===== src/rtl/pwm_shadow_pkg.sv =====
package pwm_shadow_pkg;

   // register byte offsets
   localparam int OFF_STAT  = 'h00;
   localparam int OFF_EN    = 'h04;
   localparam int OFF_CLK   = 'h08;
   localparam int OFF_CTL   = 'h0C;
   localparam int OFF_PER   = 'h10;
   localparam int OFF_DUTY  = 'h14;

   // half-word split of masked registers
   localparam int MASK_LSB  = 16;

   // field positions that software decodes
   localparam int EN_CLK_BIT  = 0;
   localparam int EN_OUT_BIT  = 1;
   localparam int EN_REQ_BIT  = 2;
   localparam int CLK_PRE_LSB = 0;
   localparam int CLK_SCL_LSB = 4;
   localparam int CTL_MODE_LSB = 0;
   localparam int CTL_POL_LSB  = 2;
   localparam int CTL_LOCK_BIT = 4;

   typedef enum logic [1:0] {
      MODE_ONCE = 2'd0,
      MODE_LOOP = 2'd1,
      MODE_CAPT = 2'd2,
      MODE_RSVD = 2'd3
   } pwm_mode_e;

   // polarity: [0] level during duty, [1] idle level
   localparam logic [1:0] POL_RESET = 2'b11;

endpackage


===== src/rtl/pwm_shadow_regs.sv =====
module pwm_shadow_regs
   import pwm_shadow_pkg::*;
#(
   parameter int ADDR_W = 5,
   parameter int CNT_W  = 32,
   parameter int PRE_W  = 3,
   parameter int SCL_W  = 9
) (
   input  logic              clk,
   input  logic              rst_n,
   input  logic              wr_en,
   input  logic [ADDR_W-1:0] addr,
   input  logic [31:0]       wr_data,
   input  logic              apply,
   input  logic              running,
   output logic              clk_en,
   output logic              out_en,
   output logic [1:0]        mode,
   output logic [1:0]        pol_sh,
   output logic              lock,
   output logic [PRE_W-1:0]  pre,
   output logic [SCL_W-1:0]  scale,
   output logic [CNT_W-1:0]  per_sh,
   output logic [CNT_W-1:0]  duty_sh,
   output logic              pending,
   output logic [31:0]       rd_data
);

   logic sel_en, sel_clk, sel_ctl, sel_per, sel_duty;
   logic upd_req, lock_fall;

   always_comb begin
      sel_en   = wr_en && (addr == ADDR_W'(OFF_EN));
      sel_clk  = wr_en && (addr == ADDR_W'(OFF_CLK));
      sel_ctl  = wr_en && (addr == ADDR_W'(OFF_CTL));
      sel_per  = wr_en && (addr == ADDR_W'(OFF_PER));
      sel_duty = wr_en && (addr == ADDR_W'(OFF_DUTY));
      upd_req  = sel_en && wr_data[MASK_LSB+EN_REQ_BIT] && wr_data[EN_REQ_BIT];
      lock_fall = sel_ctl && lock && wr_data[MASK_LSB+CTL_LOCK_BIT]
                  && !wr_data[CTL_LOCK_BIT];
   end

   // enable register
   always_ff @(posedge clk or negedge rst_n) begin
      if (!rst_n) begin
         clk_en <= 1'b0;
         out_en <= 1'b0;
      end else if (sel_en) begin
         clk_en <= (clk_en & ~wr_data[MASK_LSB+EN_CLK_BIT])
                 | (wr_data[EN_CLK_BIT] & wr_data[MASK_LSB+EN_CLK_BIT]);
         out_en <= (out_en & ~wr_data[MASK_LSB+EN_OUT_BIT])
                 | (wr_data[EN_OUT_BIT] & wr_data[MASK_LSB+EN_OUT_BIT]);
      end
   end

   // clock control register
   always_ff @(posedge clk or negedge rst_n) begin
      if (!rst_n) begin
         pre   <= '0;
         scale <= '0;
      end else if (sel_clk) begin
         pre   <= (pre & ~wr_data[MASK_LSB+CLK_PRE_LSB +: PRE_W])
                | (wr_data[CLK_PRE_LSB +: PRE_W] & wr_data[MASK_LSB+CLK_PRE_LSB +: PRE_W]);
         scale <= (scale & ~wr_data[MASK_LSB+CLK_SCL_LSB +: SCL_W])
                | (wr_data[CLK_SCL_LSB +: SCL_W] & wr_data[MASK_LSB+CLK_SCL_LSB +: SCL_W]);
      end
   end

   // control register: mode acts at once, polarity is staged
   always_ff @(posedge clk or negedge rst_n) begin
      if (!rst_n) begin
         mode   <= MODE_ONCE;
         pol_sh <= POL_RESET;
         lock   <= 1'b0;
      end else if (sel_ctl) begin
         mode   <= (mode & ~wr_data[MASK_LSB+CTL_MODE_LSB +: 2])
                 | (wr_data[CTL_MODE_LSB +: 2] & wr_data[MASK_LSB+CTL_MODE_LSB +: 2]);
         pol_sh <= (pol_sh & ~wr_data[MASK_LSB+CTL_POL_LSB +: 2])
                 | (wr_data[CTL_POL_LSB +: 2] & wr_data[MASK_LSB+CTL_POL_LSB +: 2]);
         lock   <= (lock & ~wr_data[MASK_LSB+CTL_LOCK_BIT])
                 | (wr_data[CTL_LOCK_BIT] & wr_data[MASK_LSB+CTL_LOCK_BIT]);
      end
   end

   // staged period and duty, plain full-word writes
   always_ff @(posedge clk or negedge rst_n) begin
      if (!rst_n) begin
         per_sh  <= '0;
         duty_sh <= '0;
      end else begin
         if (sel_per)  per_sh  <= wr_data[CNT_W-1:0];
         if (sel_duty) duty_sh <= wr_data[CNT_W-1:0];
      end
   end

   // waiting-update flag: a new request wins over a same-cycle apply
   always_ff @(posedge clk or negedge rst_n) begin
      if (!rst_n)                   pending <= 1'b0;
      else if (upd_req || lock_fall) pending <= 1'b1;
      else if (apply)               pending <= 1'b0;
   end

   always_comb begin
      rd_data = '0;
      case (addr)
         ADDR_W'(OFF_STAT): begin
            rd_data[0] = pending;
            rd_data[1] = running;
         end
         ADDR_W'(OFF_EN): begin
            rd_data[EN_CLK_BIT] = clk_en;
            rd_data[EN_OUT_BIT] = out_en;
         end
         ADDR_W'(OFF_CLK): begin
            rd_data[CLK_PRE_LSB +: PRE_W] = pre;
            rd_data[CLK_SCL_LSB +: SCL_W] = scale;
         end
         ADDR_W'(OFF_CTL): begin
            rd_data[CTL_MODE_LSB +: 2] = mode;
            rd_data[CTL_POL_LSB +: 2]  = pol_sh;
            rd_data[CTL_LOCK_BIT]      = lock;
         end
         ADDR_W'(OFF_PER):  rd_data = 32'(per_sh);
         ADDR_W'(OFF_DUTY): rd_data = 32'(duty_sh);
         default:           rd_data = '0;
      endcase
   end

endmodule


===== src/rtl/pwm_shadow_tick.sv =====
module pwm_shadow_tick #(
   parameter int PRE_W = 3,
   parameter int SCL_W = 9
) (
   input  logic             clk,
   input  logic             rst_n,
   input  logic             run,
   input  logic [PRE_W-1:0] pre,
   input  logic [SCL_W-1:0] scale,
   output logic             tick
);

   // widest divisor is 2^SCL_W * 2^(2^PRE_W - 1)
   localparam int DIV_W = SCL_W + (1 << PRE_W);

   logic [DIV_W-1:0] span, lim, pcnt;

   always_comb begin
      span = (DIV_W'(scale) + DIV_W'(1)) << pre;
      lim  = span - DIV_W'(1);
      tick = run && (pcnt == lim);
   end

   always_ff @(posedge clk or negedge rst_n) begin
      if (!rst_n)    pcnt <= '0;
      else if (!run) pcnt <= '0;
      else if (tick) pcnt <= '0;
      else           pcnt <= pcnt + DIV_W'(1);
   end

endmodule


===== src/rtl/pwm_shadow_core.sv =====
module pwm_shadow_core
   import pwm_shadow_pkg::*;
#(
   parameter int CNT_W      = 32,
   parameter bit ONESHOT_EN = 1'b1
) (
   input  logic             clk,
   input  logic             rst_n,
   input  logic             tick,
   input  logic             out_en,
   input  logic [1:0]       mode,
   input  logic [CNT_W-1:0] per_sh,
   input  logic [CNT_W-1:0] duty_sh,
   input  logic [1:0]       pol_sh,
   input  logic             pending,
   input  logic             lock,
   output logic             active_run,
   output logic             wrap,
   output logic             apply,
   output logic             done,
   output logic [CNT_W-1:0] cnt,
   output logic [CNT_W-1:0] act_period,
   output logic [CNT_W-1:0] act_duty,
   output logic [1:0]       act_pol,
   output logic             pwm_out
);

   logic [CNT_W:0] cnt_inc;

   always_comb begin
      active_run = out_en && !mode[1] && !done;
      cnt_inc    = {1'b0, cnt} + {{CNT_W{1'b0}}, 1'b1};
      wrap       = tick && (cnt_inc >= {1'b0, act_period});
      apply      = pending && !lock && (wrap || !active_run);
   end

   always_ff @(posedge clk or negedge rst_n) begin
      if (!rst_n)           cnt <= '0;
      else if (!active_run) cnt <= '0;
      else if (wrap)        cnt <= '0;
      else if (tick)        cnt <= cnt_inc[CNT_W-1:0];
   end

   // working set, loaded as one triple
   always_ff @(posedge clk or negedge rst_n) begin
      if (!rst_n) begin
         act_period <= '0;
         act_duty   <= '0;
         act_pol    <= POL_RESET;
      end else if (apply) begin
         act_period <= per_sh;
         act_duty   <= duty_sh;
         act_pol    <= pol_sh;
      end
   end

   generate
      if (ONESHOT_EN) begin : g_once
         always_ff @(posedge clk or negedge rst_n) begin
            if (!rst_n)       done <= 1'b0;
            else if (!out_en) done <= 1'b0;
            else if (active_run && wrap && (mode == MODE_ONCE)) done <= 1'b1;
         end
      end else begin : g_no_once
         assign done = 1'b0;
      end
   endgenerate

   always_comb begin
      if (!active_run)          pwm_out = act_pol[1];
      else if (cnt < act_duty)  pwm_out = act_pol[0];
      else                      pwm_out = !act_pol[0];
   end

endmodule


===== src/rtl/pwm_shadow_chan.sv =====
module pwm_shadow_chan
   import pwm_shadow_pkg::*;
#(
   parameter int ADDR_W     = 5,
   parameter int CNT_W      = 32,
   parameter int PRE_W      = 3,
   parameter int SCL_W      = 9,
   parameter bit ONESHOT_EN = 1'b1
) (
   input  logic              clk,
   input  logic              rst_n,
   input  logic              wr_en,
   input  logic [ADDR_W-1:0] addr,
   input  logic [31:0]       wr_data,
   output logic [31:0]       rd_data,
   output logic              pwm_out
);

   generate
      if (CNT_W < 2 || CNT_W > 32) begin : g_bad_cnt
         $error("CNT_W must lie in 2..32");
      end
      if (PRE_W < 1 || PRE_W > CLK_SCL_LSB - CLK_PRE_LSB) begin : g_bad_pre
         $error("PRE_W must lie in 1..4");
      end
      if (SCL_W < 1 || CLK_SCL_LSB + SCL_W > MASK_LSB) begin : g_bad_scl
         $error("scale field must fit below the mask half");
      end
      if ((1 << ADDR_W) <= OFF_DUTY) begin : g_bad_addr
         $error("ADDR_W too small for the register map");
      end
   endgenerate

   logic             clk_en, out_en, lock, pending, apply;
   logic             active_run, wrap, done, tick;
   logic [1:0]       mode, pol_sh, act_pol;
   logic [PRE_W-1:0] pre;
   logic [SCL_W-1:0] scale;
   logic [CNT_W-1:0] per_sh, duty_sh, cnt, act_period, act_duty;

   pwm_shadow_regs #(
      .ADDR_W(ADDR_W), .CNT_W(CNT_W), .PRE_W(PRE_W), .SCL_W(SCL_W)
   ) u_regs (
      .clk(clk), .rst_n(rst_n), .wr_en(wr_en), .addr(addr), .wr_data(wr_data),
      .apply(apply), .running(active_run),
      .clk_en(clk_en), .out_en(out_en), .mode(mode), .pol_sh(pol_sh), .lock(lock),
      .pre(pre), .scale(scale), .per_sh(per_sh), .duty_sh(duty_sh),
      .pending(pending), .rd_data(rd_data)
   );

   pwm_shadow_tick #(
      .PRE_W(PRE_W), .SCL_W(SCL_W)
   ) u_tick (
      .clk(clk), .rst_n(rst_n), .run(active_run && clk_en),
      .pre(pre), .scale(scale), .tick(tick)
   );

   pwm_shadow_core #(
      .CNT_W(CNT_W), .ONESHOT_EN(ONESHOT_EN)
   ) u_core (
      .clk(clk), .rst_n(rst_n), .tick(tick), .out_en(out_en), .mode(mode),
      .per_sh(per_sh), .duty_sh(duty_sh), .pol_sh(pol_sh),
      .pending(pending), .lock(lock),
      .active_run(active_run), .wrap(wrap), .apply(apply), .done(done),
      .cnt(cnt), .act_period(act_period), .act_duty(act_duty), .act_pol(act_pol),
      .pwm_out(pwm_out)
   );

endmodule


===== config.mk =====
export PLATFORM = sky130hd
export DESIGN_NAME = pwm_shadow_chan
export DESIGN_NICKNAME = d
export VERILOG_FILES = /design/src/rtl/pwm_shadow_pkg.sv /design/src/rtl/pwm_shadow_regs.sv /design/src/rtl/pwm_shadow_tick.sv /design/src/rtl/pwm_shadow_core.sv /design/src/rtl/pwm_shadow_chan.sv
export SDC_FILE = /design/constraint.sdc
export NUM_CORES = 1
export LEC_CHECK = 0
export CELL_PAD_IN_SITES_DETAIL_PLACEMENT = 0
export CELL_PAD_IN_SITES_GLOBAL_PLACEMENT = 1
export CORE_MARGIN = 2
export CORE_UTILIZATION = 48
export DETAILED_ROUTE_END_ITERATION = 8
export PLACE_DENSITY = 0.85
export SLEW_MARGIN = 20
export SYNTH_ARGS = -nofsm -noshare
export SYNTH_HDL_FRONTEND = slang
export SYNTH_SLANG_ARGS = --single-unit

===== constraint.sdc =====
create_clock -name clk -period 4.8 [get_ports clk]
set_clock_uncertainty 0.05 [all_clocks]
set_input_delay 0.96 -clock clk [delete_from_list [all_inputs] [get_ports clk]]
set_output_delay 0.96 -clock clk [all_outputs]
set_load 0.01 [all_outputs]

## After elaboration in Yosys (flattened, before gate mapping)

Index checks and enable logic that the tools add are counted.

| cells by class | value |
|---|---|
| shifts and indexed selects | 1 |
| equal/unequal tests | 8 |
| reductions and logical operators | 30 |
| order comparisons | 2 |
| bitwise logic cells | 28 |
| add/subtract/negate cells | 4 |
| muxes and demuxes | 17 |

Operators with widths:

| operator | count |
|---|---|
| $mux 32 | 3 |
| $pmux 19 s2 | 1 |
| $mux 17 | 2 |
| $add 32x1->33 const B | 1 |
| $ge 33x32->1 | 1 |
| $lt 32x32->1 | 1 |
| $pmux 8 s3 | 1 |
| $logic_and 1x1->1 | 19 |
| $and 9x9->9 | 2 |
| $add 17x1->17 const B | 1 |
| $eq 17x17->1 | 1 |
| $shl 17x3->17 | 1 |
| $sub 17x1->17 const B | 1 |
| $pmux 2 s6 | 1 |
| $add 9x1->10 const B | 1 |
| $eq 5x4->1 const B | 2 |
| $eq 5x5->1 const B | 2 |
| $not 9->9 | 1 |
| $or 9x9->9 | 1 |
| $and 2x2->2 | 4 |
| $pmux 1 s4 | 2 |
| $and 1x1->1 | 6 |
| $and 3x3->3 | 2 |
| $logic_not 1->1 | 6 |
| other kinds (15) | 27 |

| word-level totals | value |
|---|---|
| logic and storage cells | 106 |
| output and inout port bits | 33 |
| register bits after elaboration | 200 |

## Depth between registers and ports, before layout

Gate-level depths: netlist of run 1.

| depth | value |
|---|---|
| depth after elaboration | 10 |
| mapped depth | 22 |

## Cells and area by module

Synthesis of run 1 repeated with hierarchy kept, for this count alone.

| second synthesis, totals | value |
|---|---|
| cells, all modules | 1247 |
| area total of the unflattened synthesis | 12489.5 sq um |

By module, submodules not included:

| module | seq. area each (sq um) | cells each | area each (sq um) | instances |
|---|---|---|---|---|
| pwm_shadow_core | 2479.9 | 627 | 6160.9 | 1 |
| pwm_shadow_regs | 2104.5 | 279 | 3812.4 | 1 |
| pwm_shadow_tick | 425.4 | 340 | 2509.9 | 1 |
| pwm_shadow_chan | 0.0 | 1 | 6.3 | 1 |

## Least setup slack after synthesis of run 1

Ideal clock, no wire load.

| timing path | value |
|---|---|
| kind | flip-flop to flip-flop |
| start point | register u_core.cnt[2] |
| end point | register u_core.act_duty[0] |
| cell stages (with the launch flop) | 22 |
| library setup time | 0.125 ns |
| data required time | 4.625 ns |
| arrival | 4.261 ns |
| path slack | 0.363 ns |
| path through | dfrtp_1 nand3_1 nor4_1 nand4_1 nor3_1 nand4_1 nor3_1 nand3_1 xnor2_1 ha_1 nor2b_1 o21ai_0 nand2b_1 a21oi_1 nor2b_1 o21ai_0 o2111a_1 nor4_4 o21ai_2 buf_6 buf_6 mux2_4 |

| between the ends | value |
|---|---|
| cells in the longest elaborated chain, start to end | 5 |

RTL lines:

| element | RTL line | text |
|---|---|---|
| from (decl) | pwm_shadow_core.sv:21 | `output logic [CNT_W-1:0] cnt,` |
| from (signal assigned) | pwm_shadow_core.sv:41 | `else if (tick) cnt <= cnt_inc[CNT_W-1:0];` |
| $add 32x1->33 | pwm_shadow_core.sv:32 | `cnt_inc = {1'b0, cnt} + {{CNT_W{1'b0}}, 1'b1};` |
| $ge 33x32->1 | pwm_shadow_core.sv:33 | `wrap = tick && (cnt_inc >= {1'b0, act_period});` |
| $logic_and 1x1->1 | pwm_shadow_core.sv:33 |  |
| $logic_or 1x1->1 | pwm_shadow_core.sv:34 | `apply = pending && !lock && (wrap \|\| !active_run);` |
| $logic_and 1x1->1 | pwm_shadow_core.sv:34 |  |
| to (signal assigned) | pwm_shadow_core.sv:52 | `act_duty <= duty_sh;` |
| to (decl) | pwm_shadow_core.sv:23 | `output logic [CNT_W-1:0] act_duty,` |

No other way between the ends.
A chain may end at the register's enable or synchronous reset.

## Worst setup path in the final report of run 1

| timing path | value |
|---|---|
| start point | register u_core.cnt[1] |
| end point | output pwm_out |

| between the ends | value |
|---|---|
| cells in the longest elaborated chain, start to end | 3 |

RTL lines:

| element | RTL line | text |
|---|---|---|
| $lt 32x32->1 | pwm_shadow_core.sv:71 | `else if (cnt < act_duty) pwm_out = act_pol[0];` |
| $mux 1 | pwm_shadow_core.sv:71 |  |
| $mux 1 | pwm_shadow_core.sv:70 | `if (!active_run) pwm_out = act_pol[1];` |
| to (decl) | pwm_shadow_chan.sv:16 | `output logic pwm_out` |

No other way between the ends.

==> load_flow_metrics.sql, run 1 <==
INSERT INTO impl_metrics (metric_group, metric, value, unit) VALUES
('outcome', 'run_status', 'finished, final reports clean', ''),
('sta', 'finalMaxSlewViolations', '0', ''),
('yosys', 'post-synth-top-area-cell', 'sky130_fd_sc_hd__dfrtp_1', ''),
('place', 'gp_routability_congestion', '0.887', ''),
('place', 'detail_placement_hpwl', '23.7', 'mm'),
('floorplan', 'floorplan_die_width', '166', 'µm'),
('yosys', 'ys_seq_elements', '200', ''),
('clock_network', 'cts_inserted_buffers', '17', ''),
('place', 'io_buffer_count', '72', ''),
('drt', 'detail_route.wl_per_cell', '19.3', 'µm'),
('global_routing', 'gr-usage-all-layers', '23.5', '%'),
('run', 'max_cap_viol_count', '0', ''),
('clock_network', 'clk_latency', '450', 'ps'),
('place', 'place.detailed.instances', '1643', ''),
('clock_network', 'cts_root_buf', 'sky130_fd_sc_hd__clkbuf_16', ''),
('clock_network', 'cts_tree', 'done', ''),
('yosys', 'syn_avg_cell_area', '10.1', 'µm²'),
('hold_path', 'worstHoldPathType', 'in -> async', ''),
('yosys', 'yosys.cell_types.count', '91', ''),
('final_layout', 'drive_above_1_share', '21.6', '%'),
('sta', 'worst_pin_slew', '777', 'ps'),
('drt', 'wirelength', '32.6', 'mm'),
('setup_path', 'worstPathRequired', '3790', 'ps'),
('sta', 'max_freq', '0.217', 'GHz'),
('sta', 'final.period_utilization', '95.9', '%'),
('drt', 'drcViolationCount', '0', ''),
('yosys', 'yosys_warnings', '0', ''),
('floorplan', 'placement_rows', '59', ''),
('global_routing', 'grt_first_pass_wirelength', '52.2', 'mm'),
('global_routing', 'grt_antenna_before_repair', '0', ''),
('yosys', 'netlist_top_cells_count', 'sky130_fd_sc_hd__dfrtp_1, sky130_fd_sc_hd__mux2_2, sky130_fd_sc_hd__inv_1, sky130_fd_sc_hd__nand2_1, sky130_fd_sc_hd__nor2_1', ''),
('power', 'power_leakage', '6.51', 'nW'),
('global_routing', 'grt_pass1_vias', '9637', ''),
('final_layout', 'antenna-diode-count', '0', ''),
('setup_path', 'worstPathMaxFanout', '2', ''),
('yosys', 'syn_nets', '1360', ''),
('clock_network', 'hold_buffers', '0', ''),
('setup_path', 'critical_path_class', 'reg -> out', ''),
('final_layout', 'final_net_count', '1444', ''),
('yosys', 'synth_top_cells_by_area', 'sky130_fd_sc_hd__dfrtp_1, sky130_fd_sc_hd__mux2_2, sky130_fd_sc_hd__ha_1', ''),
('yosys', 'synth.cell_area', '12700', 'µm²'),
('drt', 'drtPass1Iterations', '7', ''),
('sta', 'setup-violations-final', '0', ''),
('floorplan', 'fp.dieArea', '27700', 'µm²'),
('setup_path', 'critical_path.endpoint_type', 'output pin', ''),
('sta', 'slew-limit-headroom', '48.0', '%'),
('power', 'power_density_of_the_placed_cells', '309', 'nW/µm²'),
('global_routing', 'global_route.usage.met1', '33.5', '%'),
('yosys', 'dominantRegCellSynth', 'sky130_fd_sc_hd__dfrtp_1', ''),
('final_layout', 'fin_cells', '1685', ''),
('yosys', 'fraction_of_post_synthesis_cell_area_in_the_top_cell_type_by_area', '38.7', '%'),
('clock_network', 'clk_pin_slew', '80', 'ps'),
('setup_path', 'cp_data_arrival_time', '3590', 'ps'),
('place', 'placement.cell_area', '13900', 'µm²'),
('yosys', 'ys_async_sr_fraction', '100', '%'),
('sta', 'hold_ws', '457', 'ps'),
('drt', 'drt-vias-per-instance', '5.79', ''),
('global_routing', 'met2_usage', '36.8', '%'),
('drt', 'antenna_left', '0', ''),
('setup_path', 'kind_of_launch_point_of_the_worst_setup_path', 'register', ''),
('floorplan', 'core_region_area', '26000', 'µm²'),
('sta', 'time_the_final_worst_path_needs_with_i_o_delays_and_setup', '4600', 'ps'),
('global_routing', 'grt_overflow_total', '0', ''),
('clock_network', 'h-tree-depth', '4', ''),
('drt', 'dr.first_iter.drc_count', '738', ''),
('floorplan', 'die_y', '166', 'µm'),
('yosys', 'synth_enable_flop_cells', '0', ''),
('drt', 'vias', '9753', ''),
('power', 'vdd_ir_drop_max', '0.215', 'mV'),
('clock_network', 'cts_num_sinks', '200', ''),
('yosys', 'library_cell_with_the_highest_instance_count_after_synthesis', 'sky130_fd_sc_hd__dfrtp_1', ''),
('global_routing', 'globalRoute.busiestLayer', 'met2', ''),
('yosys', 'synth_cells', '1253', ''),
('final_layout', 'flow.area_growth_from_synthesis', '15.9', '%'),
('clock_network', 'cts_buffer_depth', '2', ''),
('global_routing', 'global_route.usage.met3', '4.13', '%'),
('floorplan', 'floorplan.initialDensity', '48.7', '%'),
('sta', 'timing_hold_violations_final', '0', ''),
('global_routing', 'pin_count_of_the_biggest_net_entering_global_routing', '88', ''),
('yosys', 'synth-seq-area-share', '39.6', '%'),
('final_layout', 'final_area', '14700', 'µm²'),
('floorplan', 'pin_count', '73', '');
==> worst max-delay path, cell delays in order, from the launching register on <==
cell	delay [ps]
sky130_fd_sc_hd__dfrtp_1	400
sky130_fd_sc_hd__ha_1	300
sky130_fd_sc_hd__a21o_1	160
sky130_fd_sc_hd__a21o_1	170
sky130_fd_sc_hd__a21o_1	190
sky130_fd_sc_hd__a21o_1	190
sky130_fd_sc_hd__a21o_1	180
sky130_fd_sc_hd__a21o_1	170
sky130_fd_sc_hd__a21oi_1	190
sky130_fd_sc_hd__o2111ai_2	210
sky130_fd_sc_hd__a221oi_2	280
sky130_fd_sc_hd__buf_4	180
sky130_fd_sc_hd__nand4_1	110
sky130_fd_sc_hd__nand3_1	140
sky130_fd_sc_hd__dlygate4sd2_1	280
==> stage by stage <==
stage	TNS (ps)	power, mW	worst slack [ps]	util [%]
floorplan	0	2.73	363	-
global placement	0	3.09	246	53.5
detailed placement	0	3.11	113	53.5
CTS	0	4.55	86.3	55.8
global route	-1930	4.75	-79.0	56.5
finish	0	4.54	196	56.5
==> repair_timing <==
item | 4_1_cts | 5_1_grt
gates resized for setup | 3 | 21
gates cloned | 0 | 1
pin swaps | 1 | 3
endpoints found under the setup margin | 1 | 75
buffers inserted | 0 | 9
==> flip-flops by register name, indices dropped and copies added (netlist names), named ones only <==
name and count:
u_regs.per_sh 32, u_regs.pending 1, u_core.cnt 32, u_tick.pcnt 17, u_core.done 1, u_core.act_duty 32, u_regs.duty_sh 32, u_core.act_period 32
u_core.act_pol 2
==> layout make-up <==
type / instances / area, µm²
multi-input cells: 887 / 7060
inverters: 105 / 394
flip-flops and latches: 200 / 5010
clock inverters: 15 / 154
fillers: 2318 / 11300
well taps: 335 / 419
clock buffers: 17 / 425
repair buffers: 126 / 1210
==> routing by layer <==
layer | share of wire (%) | up-vias
met5 | 0 | -
met4 | 2.3 | 0
met3 | 4.9 | 47
met2 | 46 | 256
met1 | 46 | 4809
li1 | - | 4641
==> report_power, final <==
group          internal (mW)  switching, mW
sequential              1.84          0.166
clock                  0.698          0.738
combinational          0.493          0.604
total                   3.03           1.51
==> cell usage in the layout (no fill, tap or decap), drive strengths merged, types with 6 or more instances in the layout <==
master	n
nand4	30
a31oi	7
nand2	79
mux2i	29
and3	10
ha	67
o22ai	8
nand2b	9
a221oi	10
xnor2	50
a21oi	49
clkdlybuf4s50	69
nor3	18
o21ai	61
nor4	10
nor2	79
inv	112
clkbuf	19
buf	54
and2	6
xor2	17
a21o	23
or3	7
o211ai	6
clkinv	7
nand3	60
nor2b	13
dfrtp	196
mux2	152
==> logic make-up after synthesis <==
logic type / share of synthesized area [%]
and+or+nand+nor: 14.6
adders and majority gates: 6.62
buffers and inverters: 5.65
muxes: 17.2
xor gates and xnor gates: 4.63
DFF: 39.6
AOI/OAI and AO/OA: 11.7
==> path summary, 6_finish.rpt <==
kind	cells past startpoint	start	slack (ps)	end
max	14	u_core.cnt[1]$_DFFE_PN0P_	200	pwm_out
min	1	rst_n	460	u_regs.per_sh[6]$_DFFE_PN0P_
max reg2reg	21	u_core.cnt[10]$_DFFE_PN0P_	240	u_core.act_period[11]$_DFFE_PN0P_
min reg2reg	1	u_core.act_period[9]$_DFFE_PN0P_	460	u_core.act_period[9]$_DFFE_PN0P_
max in group asynchronous	2	rst_n	3120	u_regs.duty_sh[12]$_DFFE_PN0P_
min in group clk	1	u_core.act_period[9]$_DFFE_PN0P_	460	u_core.act_period[9]$_DFFE_PN0P_
No activity file was read; power rests on OpenSTA's default activity.
==> run 2: changes to the inputs <==
Settings changed: SYNTH_HIERARCHICAL from default to 1.
==> load_flow_metrics.sql, run 2 <==
INSERT INTO impl_metrics (metric_group, metric, value, unit) VALUES
('outcome', 'run_status', 'finished, final reports clean', ''),
('power', 'power_leakage', '6.49', 'nW'),
('floorplan', 'floorplan.initialDensity', '48.5', '%'),
('setup_path', 'cp.depth', '10', ''),
('clock_network', 'cts_inserted_buffers', '17', ''),
('drt', 'drt-vias-per-instance', '5.91', ''),
('place', 'gp_routability_congestion', '0.881', ''),
('floorplan', 'core_region_area', '25800', 'µm²'),
('sta', 'setup-tns-final', '0', 'ps'),
('drt', 'drcViolationCount', '0', ''),
('place', 'io_buffer_count', '72', ''),
('setup_path', 'timing.rr.end', 'u_core/act_duty[10]$_DFFE_PN0P_', ''),
('drt', 'vias', '9882', ''),
('final_layout', 'drive_above_1_share', '21.5', '%'),
('place', 'place.detailed.instances', '1635', ''),
('global_routing', 'grt_pass1_vias', '9841', ''),
('setup_path', 'worst-r2r-cell-count', '15', ''),
('sta', 'final.period_utilization', '95.8', '%'),
('drt', 'antenna_left', '0', ''),
('drt', 'drtPass1Iterations', '5', ''),
('sta', 'setup-violations-final', '0', ''),
('setup_path', 'r2r_slack', '210', 'ps'),
('sta', 'slew-limit-headroom', '40.6', '%'),
('clock_network', 'cts_num_sinks', '200', ''),
('final_layout', 'final_net_count', '1432', ''),
('setup_path', 'critical_path.endpoint_type', 'output pin', ''),
('setup_path', 'cpMostUsedCell', 'sky130_fd_sc_hd__o21ai_0', ''),
('final_layout', 'utilization', '56.4', '%'),
('final_layout', 'flow.area_growth_from_synthesis', '16.4', '%'),
('drt', 'wirelength', '32.9', 'mm'),
('setup_path', 'worstPathMaxFanout', '8', ''),
('floorplan', 'fp.dieArea', '27300', 'µm²'),
('floorplan', 'placement_rows', '59', ''),
('global_routing', 'grt_first_pass_wirelength', '52.6', 'mm'),
('setup_path', 'critical_path.slowest_cell', 'sky130_fd_sc_hd__clkdlybuf4s50_1', ''),
('sta', 'worst_pin_slew', '892', 'ps'),
('hold_path', 'worstHoldPathType', 'reg -> reg', ''),
('sta', 'max_freq', '0.217', 'GHz'),
('clock_network', 'clk_latency', '440', 'ps'),
('power', 'vdd_ir_drop_max', '0.215', 'mV'),
('sta', 'timing_hold_violations_final', '0', ''),
('drt', 'dr.first_iter.drc_count', '623', ''),
('place', 'placement.cell_area', '13800', 'µm²'),
('floorplan', 'die_y', '165', 'µm'),
('global_routing', 'gr-usage-all-layers', '24.8', '%'),
('final_layout', 'final_area', '14500', 'µm²'),
('setup_path', 'worst-path-buf-inv', '1', ''),
('setup_path', 'crit_chain', 'ha_1 > o21ai_0 > nand2b_1 > a21oi_1 > or4_1 > o221ai_1 > a31oi_1 > xor2_1 > o21ai_0 > clkdlybuf4s50_1', ''),
('setup_path', 'kind_of_launch_point_of_the_worst_setup_path', 'register', ''),
('final_layout', 'fin_cells', '1673', ''),
('power', 'power_density_of_the_placed_cells', '355', 'nW/µm²'),
('final_layout', 'antenna-diode-count', '0', ''),
('setup_path', 'crit_startpoint', 'u_core/cnt[6]$_DFFE_PN0P_', ''),
('global_routing', 'grt_antenna_before_repair', '0', ''),
('setup_path', 'cp_data_arrival_time', '3590', 'ps'),
('sta', 'hold_ws', '449', 'ps'),
('yosys', 'synth_cells', '1246', ''),
('yosys', 'synth.cell_area', '12500', 'µm²'),
('clock_network', 'cts_root_buf', 'sky130_fd_sc_hd__clkbuf_16', ''),
('drt', 'detail_route.wl_per_cell', '19.7', 'µm'),
('run', 'max_cap_viol_count', '0', ''),
('yosys', 'yosys_warnings', '6', ''),
('setup_path', 'critical_path_class', 'reg -> out', ''),
('sta', 'finalMaxSlewViolations', '0', ''),
('floorplan', 'pin_count', '73', ''),
('global_routing', 'grt_overflow_total', '0', ''),
('final_layout', 'final_cell_mix', 'sky130_fd_sc_hd__dfrtp_1, sky130_fd_sc_hd__mux2_2, sky130_fd_sc_hd__nand2_1', ''),
('clock_network', 'hold_buffers', '0', ''),
('clock_network', 'clk_pin_slew', '80', 'ps'),
('setup_path', 'setup.worst_path.end', 'pwm_out', ''),
('place', 'detail_placement_hpwl', '23.9', 'mm'),
('yosys', 'syn_nets', '1353', ''),
('final_layout', 'commonest_non_fill_non_tap_cell_in_the_layout', 'sky130_fd_sc_hd__dfrtp_1', ''),
('floorplan', 'floorplan_die_width', '165', 'µm'),
('clock_network', 'cts_buffer_depth', '2', ''),
('setup_path', 'delay_heaviest_family_cp', 'compound AO/OA/AOI/OAI gates', ''),
('setup_path', 'worstPathRequired', '3790', 'ps'),
('yosys', 'syn_avg_cell_area', '10.0', 'µm²'),
('global_routing', 'pin_count_of_the_biggest_net_entering_global_routing', '111', ''),
('clock_network', 'h-tree-depth', '4', ''),
('setup_path', 'worst_path_largest_cell_delay', '600', 'ps'),
('clock_network', 'cts_tree', 'done', ''),
('sta', 'time_the_final_worst_path_needs_with_i_o_delays_and_setup', '4600', 'ps');
run 2: worst min-delay path by stage:
stage / startpoint / to / slack, ps / cells past startpoint
3_3_place_gp: u_core/done$_DFFE_PN0P_ / u_core/done$_DFFE_PN0P_ / 420 / 1
5_1_grt: u_core/act_duty[24]$_DFFE_PN0P_ / u_core/act_duty[24]$_DFFE_PN0P_ / 470 / 1
2_1_floorplan: u_core/act_duty[10]$_DFFE_PN0P_ / u_core/act_duty[10]$_DFFE_PN0P_ / 410 / 1
6_report: u_core/act_duty[11]$_DFFE_PN0P_ / u_core/act_duty[11]$_DFFE_PN0P_ / 450 / 1
4_1_cts: u_core/done$_DFFE_PN0P_ / u_core/done$_DFFE_PN0P_ / 450 / 1
3_5_place_dp: u_core/done$_DFFE_PN0P_ / u_core/done$_DFFE_PN0P_ / 440 / 1
run 2: area by class of cell:
| type | count | area, µm² |
|---|---|---|
| fill | 2239 | 11200 |
| sequential | 200 | 5020 |
| multi-input combinational | 896 | 6920 |
| timing repair buffer | 133 | 1280 |
| clock buffer | 19 | 443 |
| clock inverter | 13 | 159 |
| inverter | 77 | 293 |
| tap | 335 | 419 |
run 2: stage by stage:
| step | setup WS [ps] | total power, mW |
|---|---|---|
| 2_1_floorplan | 9.52 | 3.18 |
| 3_3_place_gp | 151 | 3.62 |
| 3_5_place_dp | 67.3 | 3.67 |
| 4_1_cts | 20.3 | 5.15 |
| 5_1_grt | -27.6 | 5.45 |
| 6_report | 202 | 5.16 |
run 2: what timing repair did:
| action | CTS | global route |
|---|---|---|
| setup endpoints to repair | 0 | 78 |
| gates resized for setup | 0 | 26 |
| buffers inserted | 0 | 6 |
run 2: worst reg2reg max path: stages (launching register included):
cell	delay, ps
sky130_fd_sc_hd__dfrtp_2	490
sky130_fd_sc_hd__buf_4	190
sky130_fd_sc_hd__or2_2	320
sky130_fd_sc_hd__o211a_1	310
sky130_fd_sc_hd__a31oi_1	200
sky130_fd_sc_hd__o21ai_1	110
sky130_fd_sc_hd__a221oi_1	380
sky130_fd_sc_hd__xnor2_1	120
sky130_fd_sc_hd__nor4_1	410
sky130_fd_sc_hd__o211ai_2	180
sky130_fd_sc_hd__a2111oi_4	380
sky130_fd_sc_hd__and2_4	240
sky130_fd_sc_hd__nor2_1	60
sky130_fd_sc_hd__a2111o_2	510
sky130_fd_sc_hd__buf_8	200
sky130_fd_sc_hd__mux2_1	330
run 2: metal layers:
layer  GRT usage [%]  vias to the layer above  wire [µm]
li1                -                     4687          -
met1            33.1                     4869      14500
met2            42.2                      282      16000
met3            3.60                       44       1620
met4            7.08                        0        714
met5               0                        -          0
run 2: report_power, final:
part           switching [mW]  internal, mW
clock                   0.685         0.799
combinational           0.753         0.701
sequential              0.225          2.00
total                    1.66          3.50
==> run 3: changes to the inputs <==
Settings changed: ABC_AREA from default to 1, CORE_UTILIZATION 48 to 46, CTS_BUF_LIST from default to sky130_fd_sc_hd__clkbuf_8, PLACE_DENSITY 0.85 to 0.87.
==> load_flow_metrics.sql, run 3 <==
INSERT INTO impl_metrics (metric_group, metric, value, unit) VALUES
('outcome', 'run_status', 'finished, final reports clean', ''),
('sta', 'time_the_final_worst_path_needs_with_i_o_delays_and_setup', '4270', 'ps'),
('setup_path', 'worstPathRequired', '3790', 'ps'),
('yosys', 'dominantRegCellSynth', 'sky130_fd_sc_hd__dfrtp_1', ''),
('drt', 'vias', '11648', ''),
('yosys', 'library_cell_with_the_highest_instance_count_after_synthesis', 'sky130_fd_sc_hd__nand2_1', ''),
('run', 'max_cap_viol_count', '0', ''),
('place', 'detail_placement_hpwl', '27.0', 'mm'),
('drt', 'dr.first_iter.drc_count', '987', ''),
('sta', 'final.period_utilization', '89.0', '%'),
('yosys', 'syn_nets', '1929', ''),
('final_layout', 'flow.area_growth_from_synthesis', '10.3', '%'),
('sta', 'timing_hold_violations_final', '0', ''),
('yosys', 'synth_enable_flop_cells', '0', ''),
('clock_network', 'clk_pin_slew', '130', 'ps'),
('final_layout', 'final_net_count', '1974', ''),
('drt', 'drcViolationCount', '0', ''),
('sta', 'setup-violations-final', '0', ''),
('sta', 'worst_pin_slew', '1010', 'ps'),
('clock_network', 'hold_buffers', '0', ''),
('floorplan', 'pin_count', '73', ''),
('place', 'io_buffer_count', '72', ''),
('global_routing', 'met2_usage', '39.9', '%'),
('global_routing', 'grt_first_pass_wirelength', '58.7', 'mm'),
('drt', 'antenna_left', '0', ''),
('floorplan', 'floorplan_die_width', '173', 'µm'),
('final_layout', 'commonest_non_fill_non_tap_cell_in_the_layout', 'sky130_fd_sc_hd__nand2_1', ''),
('sta', 'setup-tns-final', '0', 'ps'),
('yosys', 'ys_async_sr_fraction', '100', '%'),
('clock_network', 'postCtsSetupRepairBufs', '0', ''),
('place', 'pre_cts_slack', '538', 'ps'),
('floorplan', 'core_region_area', '27900', 'µm²'),
('yosys', 'synth_cells', '1822', ''),
('clock_network', 'h-tree-depth', '4', ''),
('drt', 'drt-vias-per-instance', '5.16', ''),
('power', 'power_leakage', '7.48', 'nW'),
('yosys', 'yosys_warnings', '6', ''),
('sta', 'rsz_0062_raised_after_global_routing', 'no', ''),
('setup_path', 'kind_of_launch_point_of_the_worst_setup_path', 'input pin', ''),
('hold_path', 'worstHoldPathType', 'reg -> reg', ''),
('global_routing', 'global_route.usage.met3', '4.09', '%'),
('global_routing', 'global_route.usage.met1', '32.9', '%'),
('global_routing', 'pin_count_of_the_biggest_net_entering_global_routing', '122', ''),
('global_routing', 'grt_overflow_total', '0', ''),
('final_layout', 'fillerInstances', '2849', ''),
('yosys', 'fraction_of_post_synthesis_cell_area_in_the_top_cell_type_by_area', '37.4', '%'),
('global_routing', 'gr-usage-all-layers', '24.3', '%'),
('global_routing', 'grt_pass1_vias', '11417', ''),
('setup_path', 'cp_data_arrival_time', '3260', 'ps'),
('setup_path', 'worstPathMaxFanout', '16', ''),
('floorplan', 'fp.dieArea', '29900', 'µm²'),
('final_layout', 'antenna-diode-count', '0', ''),
('yosys', 'ys_seq_elements', '200', ''),
('yosys', 'yosys.cell_types.count', '40', ''),
('clock_network', 'cts_inserted_buffers', '17', ''),
('global_routing', 'globalRoute.busiestLayer', 'met2', ''),
('setup_path', 'critical_path_class', 'in -> out', ''),
('clock_network', 'cts_root_buf', 'sky130_fd_sc_hd__clkbuf_8', ''),
('yosys', 'synth.cell_area', '13100', 'µm²'),
('yosys', 'post-synth-top-area-cell', 'sky130_fd_sc_hd__dfrtp_1', ''),
('sta', 'slew-limit-headroom', '32.9', '%'),
('power', 'power_density_of_the_placed_cells', '351', 'nW/µm²'),
('sta', 'finalMaxSlewViolations', '0', ''),
('final_layout', 'final_cell_mix', 'sky130_fd_sc_hd__nand2_1, sky130_fd_sc_hd__inv_1, sky130_fd_sc_hd__dfrtp_1', ''),
('place', 'gp_routability_congestion', '0.916', ''),
('clock_network', 'cts_tree', 'done', ''),
('final_layout', 'drive_above_1_share', '7.77', '%'),
('floorplan', 'placement_rows', '61', ''),
('power', 'vdd_ir_drop_max', '0.177', 'mV'),
('yosys', 'syn_avg_cell_area', '7.20', 'µm²'),
('drt', 'drtPass1Iterations', '5', ''),
('floorplan', 'floorplan.initialDensity', '46.9', '%'),
('drt', 'wirelength', '35.4', 'mm'),
('floorplan', 'die_y', '173', 'µm'),
('setup_path', 'critical_path.endpoint_type', 'output pin', ''),
('yosys', 'synth-seq-area-share', '38.2', '%'),
('clock_network', 'post_cts_resize_count', '0', ''),
('power', 'power.total', '5.07', 'mW'),
('sta', 'layout_setup_ws', '529', 'ps'),
('clock_network', 'cts_num_sinks', '200', ''),
('clock_network', 'clk_latency', '500', 'ps'),
('sta', 'max_freq', '0.234', 'GHz'),
('sta', 'hold_ws', '429', 'ps'),
('yosys', 'synth_top_cells_by_area', 'sky130_fd_sc_hd__dfrtp_1, sky130_fd_sc_hd__nand2_1, sky130_fd_sc_hd__nand3_1', ''),
('yosys', 'netlist_top_cells_count', 'sky130_fd_sc_hd__nand2_1, sky130_fd_sc_hd__inv_1, sky130_fd_sc_hd__dfrtp_1, sky130_fd_sc_hd__nand3_1, sky130_fd_sc_hd__nor2_1', ''),
('clock_network', 'cts_buffer_depth', '2', ''),
('global_routing', 'grt_antenna_before_repair', '0', ''),
('drt', 'detail_route.wl_per_cell', '15.7', 'µm');
run 3: final timing paths:
path,startpoint,endpoint,slack [ps],cells past startpoint
hold / removal,u_core/act_pol[1]$_DFFE_PN1P_,u_core/act_pol[1]$_DFFE_PN1P_,430,2
setup reg to reg,register,u_core/done$_DFFE_PN0P_,670,18
min in group asynchronous,rst_n,u_core/act_duty[31]$_DFFE_PN0P_,510,1
setup / recovery,addr[3],rd_data[31],530,8
hold reg to reg,u_core/act_pol[1]$_DFFE_PN1P_,u_core/act_pol[1]$_DFFE_PN1P_,430,2
max in group asynchronous,rst_n,u_core/cnt[10]$_DFFE_PN0P_,3200,2
run 3: cell type report:
class                   count  area [µm²]  area share (%)
flip-flops and latches    200        5010            34.6
repair buffers             91         880            6.08
clock buffers              17         234            1.62
well taps                 378         473            3.27
clock inverters            15         176            1.22
multi-input cells        1336        6850            47.4
inverters                 221         832            5.75
run 3: layer usage:
layer	wire [µm]	up-vias
li1	-	5911
met1	16600	5453
met2	16500	237
met3	1540	47
met4	869	0
met5	0	-
run 3: logic make-up after synthesis:
kind of cell,after synthesis,share of synthesized area (%)
AO/OA/AOI/OAI,121,5.66
buffers and inverters,286,9.67
XOR/XNOR,47,3.14
adder cells (fa/ha/maj),67,6.39
flip-flops,200,38.2
AND/OR/NAND/NOR,1101,36.9
run 3: per-stage QoR:
stage | instances | instance area [µm²] | util (%)
5_1_grt | 2258 | 14500 | 51.8
6_report | 2258 | 14500 | 51.8
2_1_floorplan | 1822 | 13100 | -
3_5_place_dp | 2226 | 14000 | 50.3
3_3_place_gp | 2226 | 14000 | 50.3
4_1_cts | 2258 | 14500 | 51.8
run 3: where the power goes:
group	switching [mW]	internal [mW]	total, mW	leakage, nW
Clock	0.711	0.401	1.11	0.204
Combinational	1.07	0.570	1.64	4.61
Sequential	0.282	2.03	2.32	2.67
run 3: critical path, stage by stage:
cell and delay (ps):
sky130_fd_sc_hd__clkdlybuf4s50_1 540, sky130_fd_sc_hd__nor2_2 260, sky130_fd_sc_hd__nand2_1 130, sky130_fd_sc_hd__nor2_4 390, sky130_fd_sc_hd__buf_4 290, sky130_fd_sc_hd__nand2_1 80
sky130_fd_sc_hd__nand2_1 70, sky130_fd_sc_hd__clkdlybuf4s50_1 530
